===== config.mk =====
export PLATFORM = sky130hd
export DESIGN_NAME = sio_core
export DESIGN_NICKNAME = d
export VERILOG_FILES = /design/src/rtl/sio_pkg.sv /design/src/rtl/sio_tx.sv /design/src/rtl/sio_rx.sv /design/src/rtl/sio_core.sv
export SDC_FILE = /design/constraint.sdc
export NUM_CORES = 1
export LEC_CHECK = 0
export ABC_AREA = 1
export BUFFER_PORTS_ARGS = -buffer_cell sky130_fd_sc_hd__buf_2
export CELL_PAD_IN_SITES_DETAIL_PLACEMENT = 0
export CELL_PAD_IN_SITES_GLOBAL_PLACEMENT = 2
export CORE_MARGIN = 5
export CORE_UTILIZATION = 39
export DETAILED_ROUTE_END_ITERATION = 16
export MAX_ROUTING_LAYER = met4
export PLACE_DENSITY_LB_ADDON = 0.1
export SKIP_CTS_REPAIR_TIMING = 1
export SYNTH_ARGS = -nofsm -noshare
export SYNTH_HDL_FRONTEND = slang
export SYNTH_SLANG_ARGS = --single-unit

===== constraint.sdc =====
create_clock -name clk -period 3.9 [get_ports clk]
set_input_delay 0.195 -clock clk [delete_from_list [all_inputs] [get_ports clk]]
set_output_delay 0.195 -clock clk [all_outputs]
set_load 0.01 [all_outputs]

===== src/rtl/sio_pkg.sv =====
package sio_pkg;
   localparam logic [2:0] A_RXD  = 3'd0;
   localparam logic [2:0] A_TXD  = 3'd1;
   localparam logic [2:0] A_STAT = 3'd2;
   localparam logic [2:0] A_CTRL = 3'd3;
   localparam logic [2:0] A_DIV  = 3'd4;

   localparam int NSTAT  = 9;
   localparam int S_RRDY = 0;
   localparam int S_TRDY = 1;
   localparam int S_TMT  = 2;
   localparam int S_PE   = 3;
   localparam int S_FE   = 4;
   localparam int S_BRK  = 5;
   localparam int S_ROE  = 6;
   localparam int S_TOE  = 7;
   localparam int S_ERR  = 8;

   typedef enum logic [1:0] {RX_IDLE, RX_START, RX_BITS, RX_HOLD} rx_state_t;
endpackage


===== src/rtl/sio_tx.sv =====
module sio_tx #(
   parameter int DIV_W     = 16,
   parameter int PARITY    = 0,
   parameter int STOP_BITS = 2
) (
   input  logic             clk,
   input  logic             rst_n,
   input  logic [DIV_W-1:0] div,
   input  logic             ld,
   input  logic [7:0]       ld_data,
   output logic             txd,
   output logic             trdy,
   output logic             tmt,
   output logic             ovr
);
   localparam int PB = (PARITY != 0) ? 1 : 0;
   localparam int FL = 1 + 8 + PB + STOP_BITS;
   localparam int BW = $clog2(FL);

   logic [7:0]       hold_q;
   logic             hold_full;
   logic             busy;
   logic [FL-1:0]    sh;
   logic [FL-1:0]    frame;
   logic [BW-1:0]    bcnt;
   logic [DIV_W-1:0] ccnt;

   generate
      if (PB == 0) begin : g_nopar
         assign frame = {{STOP_BITS{1'b1}}, hold_q, 1'b0};
      end else begin : g_par
         logic par_bit;
         assign par_bit = (^hold_q) ^ (PARITY == 2);
         assign frame   = {{STOP_BITS{1'b1}}, par_bit, hold_q, 1'b0};
      end
   endgenerate

   always_ff @(posedge clk or negedge rst_n) begin
      if (!rst_n) begin
         hold_q    <= '0;
         hold_full <= 1'b0;
         busy      <= 1'b0;
         sh        <= '1;
         bcnt      <= '0;
         ccnt      <= '0;
      end else begin
         if (ld && !hold_full) begin
            hold_q    <= ld_data;
            hold_full <= 1'b1;
         end else if (!busy && hold_full) begin
            hold_full <= 1'b0;
         end
         if (!busy) begin
            if (hold_full) begin
               busy <= 1'b1;
               sh   <= frame;
               ccnt <= '0;
               bcnt <= '0;
            end
         end else if (ccnt == div) begin
            ccnt <= '0;
            sh   <= {1'b1, sh[FL-1:1]};
            if (bcnt == BW'(FL - 1)) busy <= 1'b0;
            else bcnt <= bcnt + 1'b1;
         end else begin
            ccnt <= ccnt + 1'b1;
         end
      end
   end

   assign txd  = busy ? sh[0] : 1'b1;
   assign trdy = !hold_full;
   assign tmt  = !hold_full && !busy;
   assign ovr  = ld && hold_full;

   AST_TX_STOP_HIGH: assert property (@(posedge clk) disable iff (!rst_n)
      (busy && (bcnt >= BW'(FL - STOP_BITS))) |-> txd);
endmodule


===== src/rtl/sio_rx.sv =====
module sio_rx
   import sio_pkg::*;
#(
   parameter int DIV_W  = 16,
   parameter int PARITY = 0
) (
   input  logic             clk,
   input  logic             rst_n,
   input  logic [DIV_W-1:0] div,
   input  logic             rxd,
   output logic             done,
   output logic [7:0]       data,
   output logic             fe,
   output logic             brk,
   output logic             pe
);
   localparam int PB = (PARITY != 0) ? 1 : 0;
   localparam int NB = 8 + PB + 1;
   localparam int IW = $clog2(NB);

   rx_state_t        st;
   logic             rx_m, rx_s;
   logic [DIV_W-1:0] cnt;
   logic [IW-1:0]    idx;
   logic [NB-1:0]    sr;
   logic [NB-1:0]    sr_nx;
   logic             pe_nx;

   assign sr_nx = {rx_s, sr[NB-1:1]};

   generate
      if (PB == 0) begin : g_nopar
         assign pe_nx = 1'b0;
      end else begin : g_par
         assign pe_nx = (^sr_nx[8:0]) != (PARITY == 2);
      end
   endgenerate

   always_ff @(posedge clk or negedge rst_n) begin
      if (!rst_n) begin
         rx_m <= 1'b1;
         rx_s <= 1'b1;
         st   <= RX_IDLE;
         cnt  <= '0;
         idx  <= '0;
         sr   <= '0;
         done <= 1'b0;
         data <= '0;
         fe   <= 1'b0;
         brk  <= 1'b0;
         pe   <= 1'b0;
      end else begin
         rx_m <= rxd;
         rx_s <= rx_m;
         done <= 1'b0;
         unique case (st)
            RX_IDLE: if (!rx_s) begin
               st  <= RX_START;
               cnt <= '0;
            end
            RX_START: if (cnt == (div >> 1)) begin
               cnt <= '0;
               idx <= '0;
               st  <= rx_s ? RX_IDLE : RX_BITS;
            end else begin
               cnt <= cnt + 1'b1;
            end
            RX_BITS: if (cnt == div) begin
               cnt <= '0;
               sr  <= sr_nx;
               if (idx == IW'(NB - 1)) begin
                  done <= 1'b1;
                  data <= sr_nx[7:0];
                  fe   <= !rx_s;
                  brk  <= (sr_nx == '0);
                  pe   <= pe_nx;
                  st   <= rx_s ? RX_IDLE : RX_HOLD;
               end else begin
                  idx <= idx + 1'b1;
               end
            end else begin
               cnt <= cnt + 1'b1;
            end
            RX_HOLD: if (rx_s) st <= RX_IDLE;
            default: st <= RX_IDLE;
         endcase
      end
   end

   AST_BRK_HAS_FE: assert property (@(posedge clk) disable iff (!rst_n)
      (done && brk) |-> fe);
endmodule


===== src/rtl/sio_core.sv =====
module sio_core
   import sio_pkg::*;
#(
   parameter int DIV_W     = 16,
   parameter int DIV_RESET = 1084,
   parameter int PARITY    = 0,
   parameter int STOP_BITS = 2
) (
   input  logic        clk,
   input  logic        rst_n,
   input  logic        reg_wr,
   input  logic        reg_rd,
   input  logic [2:0]  reg_addr,
   input  logic [15:0] reg_wdata,
   output logic [15:0] reg_rdata,
   output logic        irq,
   output logic        txd,
   input  logic        rxd
);
   initial begin
      assert (DIV_W >= 2 && DIV_W <= 16) else $error("DIV_W must be 2..16");
      assert (PARITY >= 0 && PARITY <= 2) else $error("PARITY must be 0, 1 or 2");
      assert (STOP_BITS == 1 || STOP_BITS == 2) else $error("STOP_BITS must be 1 or 2");
      assert (DIV_RESET < (1 << DIV_W)) else $error("DIV_RESET exceeds divisor width");
   end

   logic [DIV_W-1:0] div_q;
   logic [NSTAT-1:0] ctrl_q;
   logic [NSTAT-1:0] stat;
   logic [7:0]       rxbuf;
   logic             rrdy, pe_q, fe_q, brk_q, roe_q, toe_q;
   logic             tx_rdy, tx_tmt, tx_ovr, tx_ld;
   logic             rx_done, rx_fe, rx_brk, rx_pe;
   logic [7:0]       rx_data;
   logic             wr_stat, rd_rx;

   assign tx_ld   = reg_wr && (reg_addr == A_TXD);
   assign wr_stat = reg_wr && (reg_addr == A_STAT);
   assign rd_rx   = reg_rd && (reg_addr == A_RXD);

   sio_tx #(.DIV_W(DIV_W), .PARITY(PARITY), .STOP_BITS(STOP_BITS)) u_tx (
      .clk(clk), .rst_n(rst_n), .div(div_q), .ld(tx_ld), .ld_data(reg_wdata[7:0]),
      .txd(txd), .trdy(tx_rdy), .tmt(tx_tmt), .ovr(tx_ovr));

   sio_rx #(.DIV_W(DIV_W), .PARITY(PARITY)) u_rx (
      .clk(clk), .rst_n(rst_n), .div(div_q), .rxd(rxd), .done(rx_done),
      .data(rx_data), .fe(rx_fe), .brk(rx_brk), .pe(rx_pe));

   always_ff @(posedge clk or negedge rst_n) begin
      if (!rst_n) begin
         div_q  <= DIV_W'(DIV_RESET);
         ctrl_q <= '0;
         rxbuf  <= '0;
         rrdy   <= 1'b0;
         pe_q   <= 1'b0;
         fe_q   <= 1'b0;
         brk_q  <= 1'b0;
         roe_q  <= 1'b0;
         toe_q  <= 1'b0;
      end else begin
         if (reg_wr && reg_addr == A_DIV)  div_q  <= reg_wdata[DIV_W-1:0];
         if (reg_wr && reg_addr == A_CTRL) ctrl_q <= reg_wdata[NSTAT-1:0];
         if (rx_done) rxbuf <= rx_data;
         if (rx_done) rrdy <= 1'b1;
         else if (rd_rx) rrdy <= 1'b0;
         if (rx_done && rrdy && !rd_rx) roe_q <= 1'b1;
         else if (wr_stat) roe_q <= 1'b0;
         if (rx_done && rx_fe) fe_q <= 1'b1;
         else if (wr_stat) fe_q <= 1'b0;
         if (rx_done && rx_brk) brk_q <= 1'b1;
         else if (wr_stat) brk_q <= 1'b0;
         if (rx_done && rx_pe) pe_q <= 1'b1;
         else if (wr_stat) pe_q <= 1'b0;
         if (tx_ovr) toe_q <= 1'b1;
         else if (wr_stat) toe_q <= 1'b0;
      end
   end

   always_comb begin
      stat         = '0;
      stat[S_RRDY] = rrdy;
      stat[S_TRDY] = tx_rdy;
      stat[S_TMT]  = tx_tmt;
      stat[S_PE]   = pe_q;
      stat[S_FE]   = fe_q;
      stat[S_BRK]  = brk_q;
      stat[S_ROE]  = roe_q;
      stat[S_TOE]  = toe_q;
      stat[S_ERR]  = pe_q | fe_q | brk_q | roe_q | toe_q;
   end

   assign irq = |(stat & ctrl_q);

   always_comb begin
      unique case (reg_addr)
         A_RXD:   reg_rdata = {8'h00, rxbuf};
         A_STAT:  reg_rdata = 16'(stat);
         A_CTRL:  reg_rdata = 16'(ctrl_q);
         A_DIV:   reg_rdata = 16'(div_q);
         default: reg_rdata = '0;
      endcase
   end

   AST_RRDY_CLEARED: assert property (@(posedge clk) disable iff (!rst_n)
      (rd_rx && !rx_done) |=> !rrdy);
   AST_ROE_SET: assert property (@(posedge clk) disable iff (!rst_n)
      (rx_done && rrdy && !rd_rx) |=> roe_q);
   AST_TOE_SET: assert property (@(posedge clk) disable iff (!rst_n)
      (tx_ld && !tx_rdy) |=> toe_q);
   AST_ERR_CLEARED: assert property (@(posedge clk) disable iff (!rst_n)
      (wr_stat && !rx_done) |=> (stat[S_ERR:S_PE] == '0));
   AST_TMT_NEEDS_TRDY: assert property (@(posedge clk) disable iff (!rst_n)
      tx_tmt |-> tx_rdy);
   AST_IRQ_NEEDS_ENABLE: assert property (@(posedge clk) disable iff (!rst_n)
      irq |-> (ctrl_q != '0));
endmodule


==> results of run 1 <==
[per-layer routing]
metal	global-route usage	part of all wire	up-vias
li1	-	-	2760
met3	0.04379	0.034	19
met5	-	0	-
met1	0.2306	0.46	2553
met4	0.05098	0.014	0
met2	0.2953	0.49	83
[kinds of logic (layout without fill, tap and decap cells)]
logic type | after synthesis | after routing | synth area share
compound gates | 133 | 133 | 0.1175
flops | 120 | 120 | 0.4670
buf+inv | 109 | 169 | 0.06764
mux | 7 | 7 | 0.01082
simple gates | 416 | 416 | 0.2698
xor+xnor | 34 | 34 | 0.04600
fa+ha+maj | 11 | 11 | 0.02126
[where the power goes]
part	switching (mW)	internal [mW]	total [mW]	leakage (nW)
Clock	0.560	0.891	1.45	0.267
Combinational	0.459	0.233	0.692	1.79
Sequential	0.126	1.37	1.49	1.55
Total	1.14	2.49	3.64	3.60
[flip-flops by register name, summed over array words and instances, names as in the netlist, 2 cells and up]
| signal | count |
|---|---|
| u_tx.hold_q | 8 |
| u_tx.sh | 9 |
| u_rx.st | 2 |
| u_tx.ccnt | 16 |
| ctrl_q | 9 |
| u_rx.data | 8 |
| rxbuf | 8 |
| u_rx.sr | 8 |
| u_rx.cnt | 16 |
| u_tx.bcnt | 4 |
| div_q | 16 |
| u_rx.idx | 4 |
[through the flow]
step	power (mW)	cells	util	setup slack, ps
after floorplan	1.988	830	-	2212
after global placement	2.193	1076	0.4195	1340
after detailed placement	2.213	1076	0.4195	1266
after CTS	3.687	1108	0.4531	816.0
after global routing	3.856	1110	0.4543	716.1
final	3.636	1110	0.4543	917.4
[worst max-delay path by stage]
stage                    from            to  slack (ps)
floorplan           u_tx.busy  reg_rdata[2]        2210
global route        u_tx.busy  reg_rdata[2]         720
finish              u_tx.busy  reg_rdata[2]         920
CTS                 u_tx.busy  reg_rdata[2]         820
detailed placement  u_tx.busy  reg_rdata[2]        1270
global placement    u_tx.busy  reg_rdata[2]        1340
[cell type report]
cell class | instances | area (um2)
clock buffers | 21 | 450.4
clock inverters | 11 | 100.1
fillers | 1644 | 8954
inverters | 91 | 341.6
multi-input cells | 601 | 3013
flip-flops and latches | 120 | 3023
well taps | 220 | 275.3
repair buffers | 46 | 250.2
[synthesized netlist by cell type, drive strengths merged, types with 2 or more instances]
library cell,number
clkinv,3
nand3,23
nor2,78
a221oi,2
xor2,32
nand2,286
dfstp,16
ha,11
o22ai,9
nor4,3
inv,88
o2111ai,5
buf,7
mux2i,7
dfrtp,104
nor3,9
clkbuf,11
a21oi,26
o21ai,86
xnor2,2
nand4,16
[tightest hold or removal path: stages]
cell and delay [ps]:
buf_2 100, nor2_1 90, a21oi_1 40
==> reports/results.md, run 1 <==
| Group | Parameter | This run |
|---|---|---|
| logic synthesis | Flops & latches, synth | 120 |
| clocking | Number of clock buffers inserted by TritonCTS | 17 |
| logic synthesis | Register area share after synthesis | 0.4670 |
| die | Count of boundary I/O pins | 42 |
| worst setup path | Crit path buffers/inverters | 2 |
| final layout | Antenna fix cells | 0 |
| timing | Total Negative Setup Slacks | 0 ps |
| min path | Number of instances on the worst hold path | 3 |
| global route | Residual overflow from global routing | 0 |
| die | Die Span X | 138.8 um |
| global route | Global-route total usage across every layer | 0.1827 |
| worst setup path | Crit path required time | 3700 ps |
| min path | Critical hold path startpoint | reg_wdata[10] |
| placement | Number of buffers inserted by port buffering | 41 |
| detailed routing | Post-route antenna net violation count | 0 |
| detailed routing | Detailed Route WL | 16590 um |
| timing | Share of the cycle needed by the critical path after routing | 0.7648 |
| logic synthesis | Dominant cells by area after synthesis | dfrtp_1 (40%), nand2_1 (16%), dfstp_2 (6.5%), o21ai_0 (5.9%), inv_1 (4.9%) |
| clocking | Cell chosen for the clock root | clkbuf_16 |
| worst setup path | Largest fanout on the critical path | 17 |
| power | Max VDD drop | 352.1 uV |
| timing | Setup violations, final | 0 |
| logic synthesis | Post-Synthesis Cells | 830 |
| min path | Endpoint, Worst Hold | div_q[10] |
| global route | Global-route wire length before repair | 27450 um |
| logic synthesis | Number of distinct library cell variants in the gate-level netlist after synthesis | 40 |
| run | # Max-Cap Violations | 0 |
| timing | Worst slew margin relative to its limit | 0.3033 |
| clocking | Insertion delay to the later sink of the worst-skew pair | 420 ps |
| clocking | CTS max path bufs | 2 |
| logic synthesis | Yosys synthesis warning count | 0 |
| detailed routing | Wire length per cell | 14.95 um |
| placement | Standard cell area after detailed placement | 6883 um2 |
| power | PD cells | 487.8 nW/um2 |
| worst setup path | Endpoint of the most critical register-to-register path | u_tx.sh[8] |
| min path | Type of the worst min-delay path | in -> reg |
| final layout | Most used cells in the layout excluding fill and tap cells | nand2_1 (279), dfrtp_1 (104), inv_1 (84) |
| timing | Count of endpoints failing hold in the final timing report | 0 |
| power | Leakage power summed over all cells | 3.601 nW |
| final layout | Final net count | 912 |
| timing | Pin slew with the least headroom to its limit | 1042 ps |
| clocking | CTS tree | yes |
| die | Core region area | 16410 um2 |
| die | Starting Density | 0.3946 |
| final layout | Growth of design area from synthesis to finish | 15.13% |
| worst setup path | Crit path largest cell delay | 670 ps |
| final layout | Most common cell after layout, fill and taps aside | nand2_1 |
| outcome | Status | completed |
| worst setup path | Register-to-Register Path Depth | 5 |
| die | Std-Cell Rows | 47 |
| worst setup path | Worst Setup Start Kind | register |
| detailed routing | Vias per cell | 4.878 |
| logic synthesis | Primary flip-flop cell chosen by synthesis mapping | dfrtp_1 |
| timing | Unrepaired setup endpoints after global routing | false |
| global route | Initial antenna violation count | 0 |
| logic synthesis | Number of enable flip-flop cells after synthesis | 0 |
| final layout | Post-route design area | 7453 um2 |
| logic synthesis | Yosys top cell area share | 0.4020 |
| clocking | Number of sinks handled by clock tree synthesis | 120 |
| detailed routing | Number of DRC violations after detailed routing | 0 |
| timing | Final critical-path required period | 2983 ps |
| worst setup path | Source of the worst register-to-register timing path | u_tx.busy |
| worst setup path | Worst Path Arrival | 2790 ps |
| logic synthesis | Post-synth ARST share | 1.000 |
| worst setup path | Crit. path cell count | 4 |
| clocking | Total number of H-tree levels | 4 |
| placement | Post-DP HPWL | 12440 um |
| detailed routing | Detailed Routing Iterations Pass 1 | 6 |
| die | Die H | 138.8 um |
| worst setup path | Worst path slowest cell | dfrtp_1 |
| worst setup path | Type of the worst setup path | reg -> out |
| global route | Maximum number of pins on one net before global-route repair | 68 |
| final layout | Layout cell share with drive strength beyond 1 | 0.1348 |
| logic synthesis | Mapped Area | 6474 um2 |
| logic synthesis | Net count after synthesis | 865 |
| clocking | Clock slew at reported path FFs | 50 ps |
| die | Area enclosed by the die boundary | 19280 um2 |
| detailed routing | Total via count after detailed routing | 5415 |
| worst setup path | Cell Chain, Critical Path | nor2_2, clkinv_1, o21ai_0, buf_2 |
| logic synthesis | Syn_area_per_cell | 7.800 um2 |
| placement | Routability congestion estimate | 0.8616 |
| timing | Max Slew Vio Count | 0 |
| timing | Worst hold margin | 24.79 ps |
| worst setup path | Crit-path leading delay family | buffers and inverters |
| logic synthesis | Post-synth top area cell | dfrtp_1 |
| worst setup path | Flop2flop setup slack | 1430 ps |
| timing | Final clock skew | 14.43 ps |
| global route | Via count of the first global-routing pass | 5325 |
| detailed routing | 1st-iter DRT viols | 199 |
| timing | Fmax | 335.3 MHz |
| worst setup path | Crit path capture type | primary output |
(Power assumes the default switching activity.)
==> inputs of run 2 (changes only) <==
- ABC_AREA: 1 -> 0
- CORE_UTILIZATION: 39 -> 36
- clock period: 3.9 -> 2.67 ns (I/O delays scaled with it)
==> reports/results.md, run 2 <==
| Group | Parameter | This run |
|---|---|---|
| global route | Residual overflow from global routing | 0 |
| worst setup path | Worst Path Arrival | 2170 ps |
| timing | Count of endpoints failing hold in the final timing report | 0 |
| detailed routing | Vias per cell | 5.198 |
| min path | Type of the worst min-delay path | in -> reg |
| detailed routing | Detailed Routing Iterations Pass 1 | 4 |
| die | Core region area | 17240 um2 |
| die | Std-Cell Rows | 48 |
| clocking | Number of clock buffers inserted by TritonCTS | 17 |
| logic synthesis | Net count after synthesis | 642 |
| die | Die H | 142.4 um |
| power | Leakage power summed over all cells | 3.318 nW |
| power | Net switching power of the design | 1.835 mW |
| clocking | CTS max path bufs | 2 |
| power | Sum of internal, switching and leakage power | 5.766 mW |
| timing | Pin slew with the least headroom to its limit | 652.0 ps |
| detailed routing | Detailed Route WL | 15810 um |
| logic synthesis | Primary flip-flop cell chosen by synthesis mapping | dfrtp_1 |
| global route | Global-route wire length before repair | 25870 um |
| logic synthesis | Yosys top cell area share | 0.4127 |
| logic synthesis | Post-Synthesis Cells | 607 |
| worst setup path | Register-to-Register Path Depth | 6 |
| logic synthesis | Post-synth top area cell | dfrtp_1 |
| power | Power share of the combinational group | 0.190 |
| power | PD cells | 769.7 nW/um2 |
| timing | Worst slew margin relative to its limit | 0.5653 |
| global route | Initial antenna violation count | 0 |
| clocking | Number of sinks handled by clock tree synthesis | 120 |
| worst setup path | Largest fanout on the critical path | 20 |
| worst setup path | Endpoint of the most critical register-to-register path | u_rx.idx[3] |
| die | Die Span X | 142.4 um |
| detailed routing | Wire length per cell | 17.58 um |
| detailed routing | Post-route antenna net violation count | 0 |
| timing | Max Slew Vio Count | 0 |
| logic synthesis | Register area share after synthesis | 0.4794 |
| logic synthesis | Dominant cells by area after synthesis | dfrtp_1 (41%), mux2_2 (10%), xnor2_1 (7.1%), dfstp_2 (6.7%), o21ai_0 (3.3%) |
| timing | Share of the cycle needed by the critical path after routing | 0.8645 |
| detailed routing | Total via count after detailed routing | 4673 |
| final layout | Most used cells in the layout excluding fill and tap cells | dfrtp_1 (104), mux2_2 (57), xnor2_1 (51) |
| run | # Max-Cap Violations | 0 |
| detailed routing | M1 WL | 7301 um |
| global route | Via count of the first global-routing pass | 4760 |
| worst setup path | Crit path required time | 2540 ps |
| power | Cell internal pwr | 3.931 mW |
| final layout | Antenna fix cells | 0 |
| logic synthesis | Yosys synthesis warning count | 0 |
| die | Starting Density | 0.3659 |
| final layout | Area used by multi-input combinational logic | 3062 um2 |
| timing | Fmax | 433.2 MHz |
| detailed routing | 1st-iter DRT viols | 190 |
| clocking | CTS tree | yes |
| detailed routing | Highest metal layer with signal wires | met4 |
| logic synthesis | Number of enable flip-flop cells after synthesis | 0 |
| timing | Final critical-path required period | 2308 ps |
| worst setup path | Type of the worst setup path | reg -> out |
| logic synthesis | Post-synth ARST share | 1.000 |
| final layout | Final net count | 696 |
| timing | Final clock skew | 10.16 ps |
| placement | Post-DP HPWL | 11260 um |
| logic synthesis | Flops & latches, synth | 120 |
| worst setup path | Startpoint of the worst setup timing path | u_tx.hold_full |
| timing | Setup violations, final | 0 |
| logic synthesis | Most frequent cell after synthesis | dfrtp_1 |
| worst setup path | Source of the worst register-to-register timing path | div_q[3] |
| outcome | Status | completed |
| die | Area enclosed by the die boundary | 20260 um2 |
| logic synthesis | Synth cell count leaders | dfrtp_1 (104), mux2_2 (57), xnor2_1 (51) |
| global route | Global-route total usage across every layer | 0.1692 |
| logic synthesis | Syn_area_per_cell | 10.39 um2 |
| final layout | Layout cell share with drive strength beyond 1 | 0.2478 |
| clocking | Total number of H-tree levels | 4 |
| power | Max VDD drop | 515.2 uV |
| final layout | Growth of design area from synthesis to finish | 18.81% |
| detailed routing | Number of DRC violations after detailed routing | 0 |
| power | Part of the power in the clock network | 0.390 |
| timing | Worst hold margin | 18.65 ps |
| min path | Number of instances on the worst hold path | 2 |
| logic synthesis | Number of distinct library cell variants in the gate-level netlist after synthesis | 51 |
| placement | Number of buffers inserted by port buffering | 41 |
| final layout | Largest registers | div_q: 16 flops, u_rx.cnt: 16 flops, u_tx.ccnt: 16 flops |
| timing | Unrepaired setup endpoints after global routing | false |
| clocking | Cell chosen for the clock root | clkbuf_16 |
| detailed routing | Met3 Wirelength | 445 um |
| worst setup path | Crit path capture type | primary output |
| clocking | Insertion delay to the later sink of the worst-skew pair | 430 ps |
| placement | Routability congestion estimate | 0.7982 |
| final layout | Number of fillers in the final layout | 1681 |
| final layout | Sequential cell area | 3023 um2 |
| min path | Critical hold path startpoint | reg_wdata[6] |
| min path | Endpoint, Worst Hold | div_q[6] |
| final layout | Post-layout instance count excluding filler cells | 899 |
| power | Switching power share of the total | 0.3182 |
| timing | Total Negative Setup Slacks | 0 ps |
| power | Proportion of power drawn by flip-flops and latches | 0.420 |
| global route | Maximum number of pins on one net before global-route repair | 42 |
| final layout | Most common cell after layout, fill and taps aside | dfrtp_1 |
| clocking | Clock slew at reported path FFs | 60 ps |
| worst setup path | Flop2flop setup slack | 380 ps |
| detailed routing | Wire length on met2 | 7786 um |
| logic synthesis | Mapped Area | 6306 um2 |
| worst setup path | Worst Setup Start Kind | register |
| die | Count of boundary I/O pins | 42 |
| placement | Post-Place Cells | 852 |
[run 2: cell types whose count changed after synthesis, moves of 15 or more]
cell / before / now
inv_1: 84 / 20
and3_1: 0 / 15
mux2_2: 0 / 57
nor2_1: 73 / 38
xnor2_1: 2 / 51
xor2_1: 32 / 8
nand2_1: 279 / 50
o21ai_0: 76 / 42
[run 2: power groups by stage]
stage | clock network, mW | registers [mW] | logic (mW)
final | 2.25 | 2.42 | 1.10
after global routing | 2.39 | 2.47 | 1.25
after CTS | 2.32 | 2.42 | 1.10
after detailed placement | 0 | 2.45 | 1.09
after global placement | 0 | 2.44 | 1.08
after floorplan | 0 | 2.29 | 0.888
[run 2: cells by family after synthesis]
family	after synthesis	share of synthesized area
simple gates	175	0.1395
mux	75	0.1304
xor+xnor	59	0.08195
fa+ha+maj	11	0.02183
compound gates	112	0.1119
flops	120	0.4794
buf+inv	55	0.03512
[run 2: cell type report]
cell class | count | area share
multi-input combinational | 432 | 0.4087
clock inverter | 15 | 0.02004
sequential | 120 | 0.4035
tap | 225 | 0.03758
timing repair buffer | 70 | 0.06346
clock buffer | 17 | 0.05678
inverter | 20 | 0.01002
[run 2: per-layer routing]
layer | vias up | GRT usage
li1 | 2271 | -
met1 | 2319 | 0.2142
met2 | 62 | 0.2643
met3 | 21 | 0.04603
met4 | 0 | 0.05503
met5 | - | -
[run 2: how the worst max path moves through the flow]
stage | end | slack (ps)
after global placement | u_rx.idx[3] | 410
final | reg_rdata[2] | 360
after CTS | u_rx.idx[3] | 340
after detailed placement | u_rx.idx[3] | 330
after global routing | reg_rdata[2] | 210
after floorplan | u_tx.ccnt[8] | 390
[run 2: worst max-delay path, cell delays in order, from the launching register on]
cell and delay, ps:
dfrtp_1 620, nor2_1 340, mux2i_1 120, nor2_1 110
a21oi_1 50, o21ai_0 300, buf_2 210
[run 2: metrics by stage]
step | area [um2] | setup WS [ps] | util
after detailed placement | 6766 | 327.5 | 0.3926
after global placement | 6766 | 408.2 | 0.3926
after CTS | 7342 | 341.3 | 0.4260
after global routing | 7492 | 205.1 | 0.4347
after floorplan | 6306 | 388.9 | -
final | 7492 | 361.8 | 0.4347
==> inputs of run 3 (changes only) <==
- BUFFER_PORTS_ARGS: -buffer_cell sky130_fd_sc_hd__buf_2 -> unset
- CORE_UTILIZATION: 36 -> 38
- DONT_BUFFER_PORTS: unset -> 1
- SLEW_MARGIN: unset -> 20
==> reports/results.md, run 3 (synthesis gave the netlist of run 2 again) <==
| Group | Parameter | This run |
|---|---|---|
| worst setup path | Crit path capture type | register |
| final layout | Final net count | 657 |
| global route | Initial antenna violation count | 0 |
| final layout | Antenna fix cells | 0 |
| worst setup path | Type of the worst setup path | reg -> reg |
| clocking | Number of sinks handled by clock tree synthesis | 120 |
| worst setup path | Crit path largest cell delay | 590 ps |
| detailed routing | Number of DRC violations after detailed routing | 0 |
| timing | Max Slew Vio Count | 0 |
| placement | Post-DP HPWL | 10400 um |
| clocking | Clock slew at reported path FFs | 60 ps |
| detailed routing | Total via count after detailed routing | 4493 |
| timing | Pin slew with the least headroom to its limit | 745.1 ps |
| placement | Placement-stage worst setup slack | 354.9 ps |
| die | Starting Density | 0.3844 |
| worst setup path | Cell seen most often among critical-path stages | or4_1 |
| global route | Via count of the first global-routing pass | 4399 |
| final layout | Layout cell share with drive strength beyond 1 | 0.1906 |
| clocking | Number of clock buffers inserted by TritonCTS | 17 |
| global route | Maximum number of pins on one net before global-route repair | 121 |
| final layout | Growth of design area from synthesis to finish | 15.75% |
| power | Leakage power summed over all cells | 3.134 nW |
| global route | Residual overflow from global routing | 0 |
| final layout | Most common cell after layout, fill and taps aside | dfrtp_1 |
| run | # Max-Cap Violations | 0 |
| power | PD cells | 780.3 nW/um2 |
| clocking | Total number of H-tree levels | 4 |
| global route | Most utilized layer in the global route result | met2 |
| detailed routing | Detailed Route WL | 15300 um |
| timing | Worst slew margin relative to its limit | 0.5033 |
| timing | Setup violations, final | 0 |
| timing | Final critical-path required period | 2301 ps |
| die | Count of boundary I/O pins | 42 |
| detailed routing | 1st-iter DRT viols | 206 |
| worst setup path | Cell Chain, Critical Path | xor2_1, or4_1, nor4_4, o22ai_1, or4_1, nand3_1 |
| power | Sum of internal, switching and leakage power | 5.696 mW |
| detailed routing | Post-route antenna net violation count | 0 |
| detailed routing | Detailed Routing Iterations Pass 1 | 4 |
| die | Die H | 138.8 um |
| outcome | Status | complete, but fails checks |
| final layout | Most used cells in the layout excluding fill and tap cells | dfrtp_1 (104), mux2_2 (57), xnor2_1 (51) |
| global route | Global routing usage on met3 | 0.04448 |
| timing | Worst hold margin | -589.0 ps |
| min path | Type of the worst min-delay path | in -> async |
| die | Core region area | 16410 um2 |
| timing | Unrepaired setup endpoints after global routing | false |
| die | Die Span X | 138.8 um |
| detailed routing | Wire length per cell | 17.90 um |
| worst setup path | Crit path buffers/inverters | 0 |
| die | Area enclosed by the die boundary | 19270 um2 |
| worst setup path | Crit-path leading delay family | simple AND/OR/NAND/NOR gates |
| timing | Share of the cycle needed by the critical path after routing | 0.8620 |
| worst setup path | Crit path required time | 3020 ps |
| timing | Total Negative Setup Slacks | 0 ps |
| clocking | CTS tree | yes |
| timing | Final clock skew | 11.03 ps |
| power | Max VDD drop | 498.0 uV |
| worst setup path | Worst path slowest cell | dfstp_2 |
| global route | Global routing usage on met2 | 0.2534 |
| placement | Routability congestion estimate | 0.8265 |
| timing | Count of endpoints failing hold in the final timing report | 120 |
| global route | Met1 Track Usage GR | 0.2073 |
| placement | Number of buffers inserted by port buffering | 0 |
| global route | Global-route total usage across every layer | 0.1637 |
| outcome | Violations in the final reports | negative hold slack |
| timing | Setup slack of the critical path after layout | 368.6 ps |
| clocking | CTS max path bufs | 2 |
| worst setup path | Worst Setup Start Kind | register |
| worst setup path | Largest fanout on the critical path | 5 |
| final layout | Largest registers | div_q: 16 flops, u_rx.cnt: 16 flops, u_tx.ccnt: 16 flops |
| timing | Fmax | 434.5 MHz |
| global route | Global-route wire length before repair | 24470 um |
| clocking | Insertion delay to the later sink of the worst-skew pair | 420 ps |
| detailed routing | Vias per cell | 5.255 |
| die | Std-Cell Rows | 47 |
| clocking | Cell chosen for the clock root | clkbuf_16 |
| worst setup path | Worst Path Arrival | 2650 ps |
[run 3: through the flow]
step | util | area, um2 | std cells
floorplan | - | 6306 | 607
global placement | 0.3968 | 6510 | 802
detailed placement | 0.3968 | 6510 | 802
CTS | 0.4321 | 7089 | 834
global route | 0.4449 | 7300 | 855
finish | 0.4449 | 7300 | 855
[run 3: final timing paths]
path / start / end / slack [ps] / cells after the start
max in group asynchronous: rst_n / div_q[10] / 2990 / 0
hold / removal: rst_n / u_tx.hold_q[6] / -590 / 0
setup reg to reg: div_q[3] / u_rx.idx[3] / 370 / 6
setup / recovery: div_q[3] / u_rx.idx[3] / 370 / 6
min in group clk: reg_addr[2] / toe_q / 30 / 3
hold reg to reg: u_rx.rx_m / u_rx.rx_s / 350 / 0
[run 3: power by group]
part,switching (mW),leakage (nW),internal (mW),total (mW)
sequential,0.340,1.54,2.09,2.42
clock,0.878,0.277,1.38,2.26
combinational,0.500,1.32,0.513,1.01
total,1.72,3.13,3.98,5.70
[run 3: per-layer routing]
layer,up-vias,wire length [um]
met5,-,0
met4,0,295
met3,22,492
met2,56,7442
met1,2222,7072
li1,2193,-
[run 3: area by class of cell]
type                            count  area [um2]
Inverter                           20       75.07
Clock buffer                       18       429.2
Clock inverter                     14       150.1
Fill cell                        1546        9107
Timing Repair Buffer               31       285.3
Sequential cell                   120        3023
Tap cell                          220       275.3
Multi-Input combinational cell    432        3062
[run 3: worst register-to-register path: stages (launching register included)]
cell and delay, ps:
dfstp_2 590, xor2_1 90, or4_1 520, nor4_4 270, o22ai_1 190, or4_1 490, nand3_1 100
